--- config.mk ---
export PLATFORM = sky130hd
export DESIGN_NAME = muxbus_seq
export DESIGN_NICKNAME = d
export VERILOG_FILES = /design/src/rtl/muxbus_pkg.sv /design/src/rtl/muxbus_phase.sv /design/src/rtl/muxbus_pins.sv /design/src/rtl/muxbus_rdcap.sv /design/src/rtl/muxbus_seq.sv
export SDC_FILE = /design/constraint.sdc
export NUM_CORES = 1
export LEC_CHECK = 0
export ABC_CLOCK_PERIOD_IN_PS = 2650
export BUFFER_PORTS_ARGS = -buffer_cell sky130_fd_sc_hd__clkbuf_2
export CAP_MARGIN = 10
export CORE_UTILIZATION = 52
export CTS_BUF_LIST = sky130_fd_sc_hd__clkbuf_8
export DETAILED_ROUTE_END_ITERATION = 10
export GPL_ROUTABILITY_DRIVEN = 0
export GPL_TIMING_DRIVEN = 0
export PLACE_DENSITY = 0.92
export SYNTH_ARGS = -nofsm -noshare
export SYNTH_HDL_FRONTEND = slang
export SYNTH_HIERARCHICAL = 1
export SYNTH_SLANG_ARGS = --single-unit
--- constraint.sdc ---
create_clock -name clk -period 2.65 [get_ports clk]
set_input_delay 0.53 -clock clk [delete_from_list [all_inputs] [get_ports clk]]
set_output_delay 0.53 -clock clk [all_outputs]
set_load 0.02 [all_outputs]
--- src/rtl/muxbus_pkg.sv ---
package muxbus_pkg;
   typedef enum logic [1:0] {
      K_HALT  = 2'b00,
      K_WRITE = 2'b01,
      K_READ  = 2'b10,
      K_FETCH = 2'b11
   } kind_e;

   typedef enum logic [2:0] {
      PH_IDLE = 3'd0,
      PH_T1   = 3'd1,
      PH_T2   = 3'd2,
      PH_T3   = 3'd3,
      PH_HALT = 3'd4
   } phase_e;

   function automatic logic is_rd(input kind_e k);
      return (k == K_READ) || (k == K_FETCH);
   endfunction
endpackage

--- src/rtl/muxbus_phase.sv ---
module muxbus_phase
   import muxbus_pkg::*;
(
   input  logic   clk,
   input  logic   rst_n,
   input  logic   req_valid,
   input  kind_e  req_kind,
   input  logic   hold,
   output phase_e phase_q,
   output phase_e phase_d,
   output kind_e  kind_q,
   output logic   accept,
   output logic   busy,
   output logic   done
);
   logic rest;
   logic done_d;

   assign rest   = (phase_q == PH_IDLE) || (phase_q == PH_HALT);
   assign busy   = !rest || hold;
   assign accept = rest && req_valid && !hold;

   always_comb begin
      phase_d = phase_q;
      unique case (phase_q)
         PH_T1:   phase_d = PH_T2;
         PH_T2:   phase_d = PH_T3;
         PH_T3:   phase_d = PH_IDLE;
         default: if (accept) phase_d = (req_kind == K_HALT) ? PH_HALT : PH_T1;
      endcase
   end

   assign done_d = (phase_q == PH_T3) || (accept && req_kind == K_HALT);

   always_ff @(posedge clk or negedge rst_n) begin
      if (!rst_n) begin
         phase_q <= PH_IDLE;
         kind_q  <= K_HALT;
         done    <= 1'b0;
      end else begin
         phase_q <= phase_d;
         done    <= done_d;
         if (accept) kind_q <= req_kind;
      end
   end
endmodule

--- src/rtl/muxbus_pins.sv ---
module muxbus_pins
   import muxbus_pkg::*;
#(
   parameter int HI_W = 8,
   parameter int LO_W = 8,
   localparam int ADDR_W = HI_W + LO_W
)(
   input  logic              clk,
   input  logic              rst_n,
   input  phase_e            phase_d,
   input  logic              accept,
   input  logic              hold,
   input  kind_e             req_kind,
   input  logic [ADDR_W-1:0] req_addr,
   input  logic [LO_W-1:0]   req_wdata,
   output logic [HI_W-1:0]   addr_hi,
   output logic [LO_W-1:0]   ad_o,
   output logic              ad_oe,
   output logic              ale,
   output logic [1:0]        status,
   output logic              rd_n,
   output logic              wr_n,
   output logic              ctl_oe
);
   kind_e             kind_h, kind_c;
   logic [ADDR_W-1:0] addr_h, addr_c;
   logic [LO_W-1:0]   wd_h, wd_c;

   logic [HI_W-1:0] hi_n;
   logic [LO_W-1:0] ad_n;
   logic            ad_oe_n, ale_n, rd_n_n, wr_n_n, ctl_oe_n;
   logic [1:0]      st_n;

   assign kind_c = accept ? req_kind  : kind_h;
   assign addr_c = accept ? req_addr  : addr_h;
   assign wd_c   = accept ? req_wdata : wd_h;

   always_comb begin
      hi_n     = addr_c[ADDR_W-1:LO_W];
      ad_n     = addr_c[LO_W-1:0];
      ad_oe_n  = 1'b0;
      ale_n    = 1'b0;
      rd_n_n   = 1'b1;
      wr_n_n   = 1'b1;
      st_n     = 2'b00;
      ctl_oe_n = !hold;
      unique case (phase_d)
         PH_T1: begin
            ale_n    = 1'b1;
            ad_oe_n  = 1'b1;
            st_n     = kind_c;
            ctl_oe_n = 1'b1;
         end
         PH_T2, PH_T3: begin
            st_n     = kind_c;
            ctl_oe_n = 1'b1;
            rd_n_n   = !is_rd(kind_c);
            wr_n_n   = (kind_c != K_WRITE);
            ad_oe_n  = (kind_c == K_WRITE);
            ad_n     = wd_c;
         end
         PH_HALT: ctl_oe_n = 1'b0;
         default: ;
      endcase
   end

   always_ff @(posedge clk or negedge rst_n) begin
      if (!rst_n) begin
         kind_h  <= K_HALT;
         addr_h  <= '0;
         wd_h    <= '0;
         addr_hi <= '0;
         ad_o    <= '0;
         ad_oe   <= 1'b0;
         ale     <= 1'b0;
         status  <= 2'b00;
         rd_n    <= 1'b1;
         wr_n    <= 1'b1;
         ctl_oe  <= 1'b1;
      end else begin
         kind_h  <= kind_c;
         addr_h  <= addr_c;
         wd_h    <= wd_c;
         addr_hi <= hi_n;
         ad_o    <= ad_n;
         ad_oe   <= ad_oe_n;
         ale     <= ale_n;
         status  <= st_n;
         rd_n    <= rd_n_n;
         wr_n    <= wr_n_n;
         ctl_oe  <= ctl_oe_n;
      end
   end
endmodule

--- src/rtl/muxbus_rdcap.sv ---
module muxbus_rdcap
   import muxbus_pkg::*;
#(
   parameter int  DATA_W     = 8,
   parameter bit  KEEP_RDATA = 1'b1
)(
   input  logic              clk,
   input  logic              rst_n,
   input  phase_e            phase_q,
   input  kind_e             kind_q,
   input  logic [DATA_W-1:0] ad_i,
   output logic [DATA_W-1:0] rdata
);
   logic grab;
   assign grab = (phase_q == PH_T3) && is_rd(kind_q);

   generate
      if (KEEP_RDATA) begin : g_keep
         always_ff @(posedge clk or negedge rst_n) begin
            if (!rst_n)    rdata <= '0;
            else if (grab) rdata <= ad_i;
         end
      end else begin : g_pulse
         always_ff @(posedge clk or negedge rst_n) begin
            if (!rst_n) rdata <= '0;
            else        rdata <= grab ? ad_i : '0;
         end
      end
   endgenerate
endmodule

--- src/rtl/muxbus_seq.sv ---
module muxbus_seq
   import muxbus_pkg::*;
#(
   parameter int HI_W       = 8,
   parameter int LO_W       = 8,
   parameter int DATA_W     = 8,
   parameter bit KEEP_RDATA = 1'b1,
   localparam int ADDR_W = HI_W + LO_W
)(
   input  logic              clk,
   input  logic              rst_n,
   input  logic              req_valid,
   input  logic [1:0]        req_kind,
   input  logic [ADDR_W-1:0] req_addr,
   input  logic [DATA_W-1:0] req_wdata,
   input  logic              hold,
   output logic              busy,
   output logic              done,
   output logic [DATA_W-1:0] rdata,
   output logic [HI_W-1:0]   addr_hi,
   output logic [LO_W-1:0]   ad_o,
   output logic              ad_oe,
   input  logic [LO_W-1:0]   ad_i,
   output logic              ale,
   output logic [1:0]        status,
   output logic              rd_n,
   output logic              wr_n,
   output logic              ctl_oe
);
   generate
      if (DATA_W != LO_W) begin : g_bad_width
         $error("muxbus_seq: DATA_W must equal LO_W, the shared lines carry both");
      end
      if (HI_W < 1 || LO_W < 1) begin : g_bad_addr
         $error("muxbus_seq: address halves must be at least one bit");
      end
   endgenerate

   phase_e phase_q, phase_d;
   kind_e  kind_q;
   logic   accept;

   muxbus_phase u_phase (
      .clk, .rst_n, .req_valid,
      .req_kind (kind_e'(req_kind)),
      .hold, .phase_q, .phase_d, .kind_q, .accept, .busy, .done
   );

   muxbus_pins #(.HI_W(HI_W), .LO_W(LO_W)) u_pins (
      .clk, .rst_n, .phase_d, .accept, .hold,
      .req_kind (kind_e'(req_kind)),
      .req_addr,
      .req_wdata,
      .addr_hi, .ad_o, .ad_oe, .ale, .status, .rd_n, .wr_n, .ctl_oe
   );

   muxbus_rdcap #(.DATA_W(DATA_W), .KEEP_RDATA(KEEP_RDATA)) u_rdcap (
      .clk, .rst_n, .phase_q, .kind_q, .ad_i, .rdata
   );
endmodule

=== Yosys cells after proc, flatten, opt, wreduce, memory -nomap -nowiden ===
Index checks and enable logic that the tools add are counted.

* Input bits: 38
* Output and inout port bits: 33
* Register bits: 63
* Word-level logic and storage cells: 58

* Eq/ne operators: 14
* Reduce and logical (&&, ||, !) cells: 16
* Mux-type cells: 13

{| class="wikitable"
|+ Operator list
! kind !! count
|-
| two-way mux 16 bit || 1
|-
| two-way mux 8 bit || 2
|-
| == test 3 x 2 -> 1 bit, second input constant || 4
|-
| one-hot mux 3 bit (3 select lines) || 1
|-
| == test 2 bit, second input constant || 4
|-
| == test 3 x 1 -> 1 bit, second input constant || 2
|-
| == test 3 bit, second input constant || 2
|-
| two-way mux 3 bit || 2
|-
| logical OR 1 bit || 5
|-
| logical AND 1 bit || 4
|-
| two-way mux 2 bit || 2
|-
| one-hot mux 1 bit (2 select lines) || 2
|-
| logical NOT 1 bit || 3
|-
| logical NOT 3 bit || 1
|-
| two-way mux 1 bit || 3
|-
| OR reduction 3 bit || 1
|-
| == test 2 x 1 -> 1 bit, second input constant || 1
|-
| logical NOT 2 bit || 1
|-
| != test 2 x 1 -> 1 bit, second input constant || 1
|-
| OR reduction 2 bit || 1
|}

=== Logic depth before layout (Yosys ltp) ===
* Depth after elaboration: 9
* Depth in mapped cells: 6
* Gate-level depth less buffers: 4

=== Hierarchy ===
Netlist, hierarchy kept.

{| class="wikitable"
|+ Modules (own cells, without submodules)
! module !! area each (um2) !! sequential area each (um2) !! instances !! cells an instance
|-
| muxbus_pins || 1631.6 || 1029.7 || 1 || 99
|-
| muxbus_rdcap || 314.1 || 200.2 || 1 || 17
|-
| muxbus_phase || 277.8 || 150.1 || 1 || 20
|}

=== Worst setup path before layout ===
No wires, ideal clock.

* Kind: input to register
* Start point: input port hold
* End point: register u_pins.ad_o[0]
* Arrival: 2.017 ns
* Slack: 0.509 ns
* Required time: 2.525 ns
* Stages on the path: 5
* Buffers on the path: 1
* Cell sequence: nor4b_4 > mux2_2 > nor2b_1 > buf_2 > mux2_2

* Word-level cells in the longest chain between the ends: 7
* Elaborated cells between the ends (all ways): 10
* Classes of those cells: eq/ne: 2; mux: 5; reduce/logical: 3

{| class="wikitable"
|+ Ends and longest elaborated chain
! what !! line !! source
|-
| start, declared || muxbus_seq.sv:16 || <nowiki>input logic hold,</nowiki>
|-
| logical NOT 1 bit (*) || muxbus_phase.sv:21 || <nowiki>assign accept = rest && req_valid && !hold;</nowiki>
|-
| logical AND 1 bit (*) || muxbus_phase.sv:21 ||
|-
| two-way mux 3 bit (*) || muxbus_phase.sv:29 || <nowiki>default: if (accept) phase_d = (req_kind == K_HALT) ? PH_HALT : PH_T1;</nowiki>
|-
| one-hot mux 3 bit (3 select lines) (*) || muxbus_phase.sv:25 || <nowiki>unique case (phase_q)</nowiki>
|-
| net phase_d[2] || muxbus_seq.sv:39 || <nowiki>phase_e phase_q, phase_d;</nowiki>
|-
| == test 3 x 2 -> 1 bit || muxbus_pins.sv:47 || <nowiki>unique case (phase_d)</nowiki>
|-
| OR reduction 2 bit (*) || n/a ||
|-
| two-way mux 8 bit (*) || muxbus_pins.sv:47 ||
|-
| net u_pins.ad_n[0] || muxbus_pins.sv:30 || <nowiki>logic [LO_W-1:0] ad_n;</nowiki>
|-
| end signal, assigned || muxbus_pins.sv:85 || <nowiki>ad_o <= ad_n;</nowiki>
|-
| end, declared || muxbus_pins.sv:17 || <nowiki>output logic [LO_W-1:0] ad_o,</nowiki>
|}

Mark *: on every way through the listed nets, which the timed path passes. The rest lies on a longest branch.
A chain may end at the register's enable or synchronous reset.

=== Worst setup path in the final report ===
* Start point: register u_phase.phase_q[1]
* End point: register u_pins.ad_o[0]

* Word-level cells in the longest chain between the ends: 9
* Elaborated cells between the ends (all ways): 16
* Classes of those cells: eq/ne: 6; mux: 5; reduce/logical: 5

{| class="wikitable"
|+ Ends and longest elaborated chain
! what !! line !! source
|-
| start, declared || muxbus_phase.sv:9 || <nowiki>output phase_e phase_q,</nowiki>
|-
| start signal, assigned || muxbus_phase.sv:41 || <nowiki>phase_q <= phase_d;</nowiki>
|-
| == test 3 bit or logical NOT 3 bit (tied branches) || muxbus_phase.sv:19 || <nowiki>assign rest = (phase_q == PH_IDLE) || (phase_q == PH_HALT);</nowiki>
|-
| logical OR 1 bit (*) || muxbus_phase.sv:19 ||
|-
| logical AND 1 bit (*) (2 in series) || muxbus_phase.sv:21 ||
|-
| net accept || muxbus_seq.sv:41 || <nowiki>logic accept;</nowiki>
|-
| two-way mux 3 bit (*) || muxbus_phase.sv:29 ||
|-
| one-hot mux 3 bit (3 select lines) (*) || muxbus_phase.sv:25 ||
|-
| net phase_d[2] || muxbus_seq.sv:39 ||
|-
| == test 3 x 2 -> 1 bit || muxbus_pins.sv:47 ||
|-
| OR reduction 2 bit (*) || n/a ||
|-
| two-way mux 8 bit (*) || muxbus_pins.sv:47 ||
|-
| net u_pins.ad_n[0] || muxbus_pins.sv:30 ||
|}

Marks and branches as above.

==> results.yml <==
sta:
  skew_ns: 0.00252
  period_needed_ns: 2.32
  slew_headroom_pct: 55.9
  fin_crit_sh_pct: 87.5
  drv_slew: 0
  hold_viol: 0
  fmax_mhz: 431
  finalSetupViolCount: 0
  whs_ns: 0.243
  rsz0062_at_grt: "false"
  tns_ns: 0
  tightest_slew_ns: 0.661
critical_path:
  cp.required_ns: 2.84
  crit_type: "register to register"
  reg2reg_to: "u_pins/ad_o[0]"
  crit_path_end_kind: "register"
  critPathSlowestCell: "dfrtp_1"
  path_cells: "nor4b_4 > mux2_2 > nor2b_1 > buf_2 > mux2_2"
  r2r_slack_ns: 0.33
  r2r_cells: 5
  setup.worst_path.start: "u_phase/phase_q[1]"
  critical_path.max_fanout: 10
  crit_arrival_ns: 2.51
  critPathMaxStageDelay_ns: 0.49
  crit_path_start_kind: "register"
  cp_top_family: "multiplexers"
  crit_buf_inv: 1
  timing.rr.start: "u_phase/phase_q[1]"
  path_common_cell: "mux2_2"
grt:
  antenna_found_initial: 0
  grt_pass1_vias: 1242
  grt-ovfl-total: 0
  grtUsageTotal_pct: 18.8
  grt_pass1_wl_um: 5820
  grt_max_degree: 30
clock_network:
  postCtsHoldBufs: 0
  cts_inserted_buffers: 5
  cts_sinks: 54
  worstSkewPairLatency_ns: 0.30
  path_clk_slew_ns: 0.09
  cts_root_buffer: "clkbuf_8"
  ctsResizeCount: 0
  post_cts_buffers: 0
  cts_tree: "done"
  htree_levels: 2
  cts_buffer_depth: 2
cells_and_area:
  drive_gt1_share_pct: 63.8
  fin_util_pct: 67.8
  final_common_cell: "clkbuf_2"
  fillers: 298
  syn_to_final_growth_pct: 24.8
  antenna_cells: 0
  final_cell_mix: "70 x clkbuf_2, 51 x dfrtp_1, 24 x mux2_2"
  finalNetCount: 250
floorplan:
  design.die.area_mm2: 0.00447
  coreArea_mm2: 0.00403
  fp.dieH_um: 66.9
  die_w_um: 66.9
  io_pins: 71
  rows: 23
  initial_core_util_pct: 54.3
placed_design:
  io_buffers: 70
  hpwl_um: 2720
route:
  drc_errors: 0
  dr.pass1.iters: 4
  drt.antenna.violating_nets: 0
  drt_wl_total_um: 3670
  viasPerCell: 4.95
  drtIter0Drc: 82
  vias: 1301
  wl_per_cell_um: 14.0
yosys:
  synth_nets: 172
  synth_area_mm2: 0.00219
  syn_area_per_cell_um2: 16.3
  syn-instance-count: 134
  yosysWarningCount: 6
power_and_ir_drop:
  ir_drop_mv: 0.585
  p_per_area_mw_per_mm2: 1290
  cellLeakagePower_uw: 0.00137
min_path:
  hp-class: "input port to asynchronous set/reset pin"
run_status:
  status: "complete, no violations"
run:
  maxCapViolCount: 0
per-layer routing:
metal,global-route usage [%],routed length [µm],vias up
li1,-,-,607
met2,29.2,1900,43
met3,7.53,207,5
met5,0,0,-
met4,7.71,57,0
met1,23.1,1510,646
power by group:
part           leakage, µW  switching, µW  internal, µW  total (µW)
clock network    0.0000575            245           264         509
registers         0.000645            186          1250        1430
logic             0.000670            788           802        1590
total              0.00137           1220          2310        3530
cell type report:
cell class	count	area [µm²]	share of cell area [%]
sequential	54	1360	49.6
clock buffer	8	110	4.03
timing repair buffer	71	370	13.6
tap	50	62.6	2.29
buffer	12	108	3.94
inverter	4	15.0	0.550
multi-input combinational	64	709	26.0
sequential cells by signal, summed over array words and instances, names as in the netlist:
register / count
u_pins/ctl_oe: 1
u_rdcap/rdata: 8
u_pins/status: 2
u_pins/ale: 1
u_pins/wr_n: 1
u_pins/ad_oe: 1
u_pins/wd_h: 8
u_phase/done: 1
u_pins/addr_h: 16
u_phase/kind_q: 1
u_pins/rd_n: 1
u_pins/ad_o: 8
u_phase/phase_q: 3
u_pins/kind_h: 2
metrics by stage:
step | instances | instance area, µm² | total power (µW) | setup slack (ns)
after floorplan | 134 | 2190 | 2590 | 0.542
after global placement | 254 | 2600 | 2980 | 0.172
after detailed placement | 255 | 2620 | 3060 | 0.153
after CTS | 263 | 2730 | 3580 | 0.300
after global routing | 263 | 2730 | 3770 | 0.189
final | 263 | 2730 | 3530 | 0.332
worst max path at each step:
stage / slack (ns) / cells after the start / endpoint
4_1_cts: 0.30 / 5 / u_pins/ad_o[0]
3_5_place_dp: 0.15 / 6 / u_pins/ad_o[0]
3_3_place_gp: 0.17 / 6 / u_pins/ad_o[2]
5_1_grt: 0.19 / 5 / u_pins/ad_o[0]
6_report: 0.33 / 5 / u_pins/ad_o[0]
2_1_floorplan: 0.54 / 5 / u_pins/ad_o[0]
Note: power is estimated with default switching activity, not from simulation.
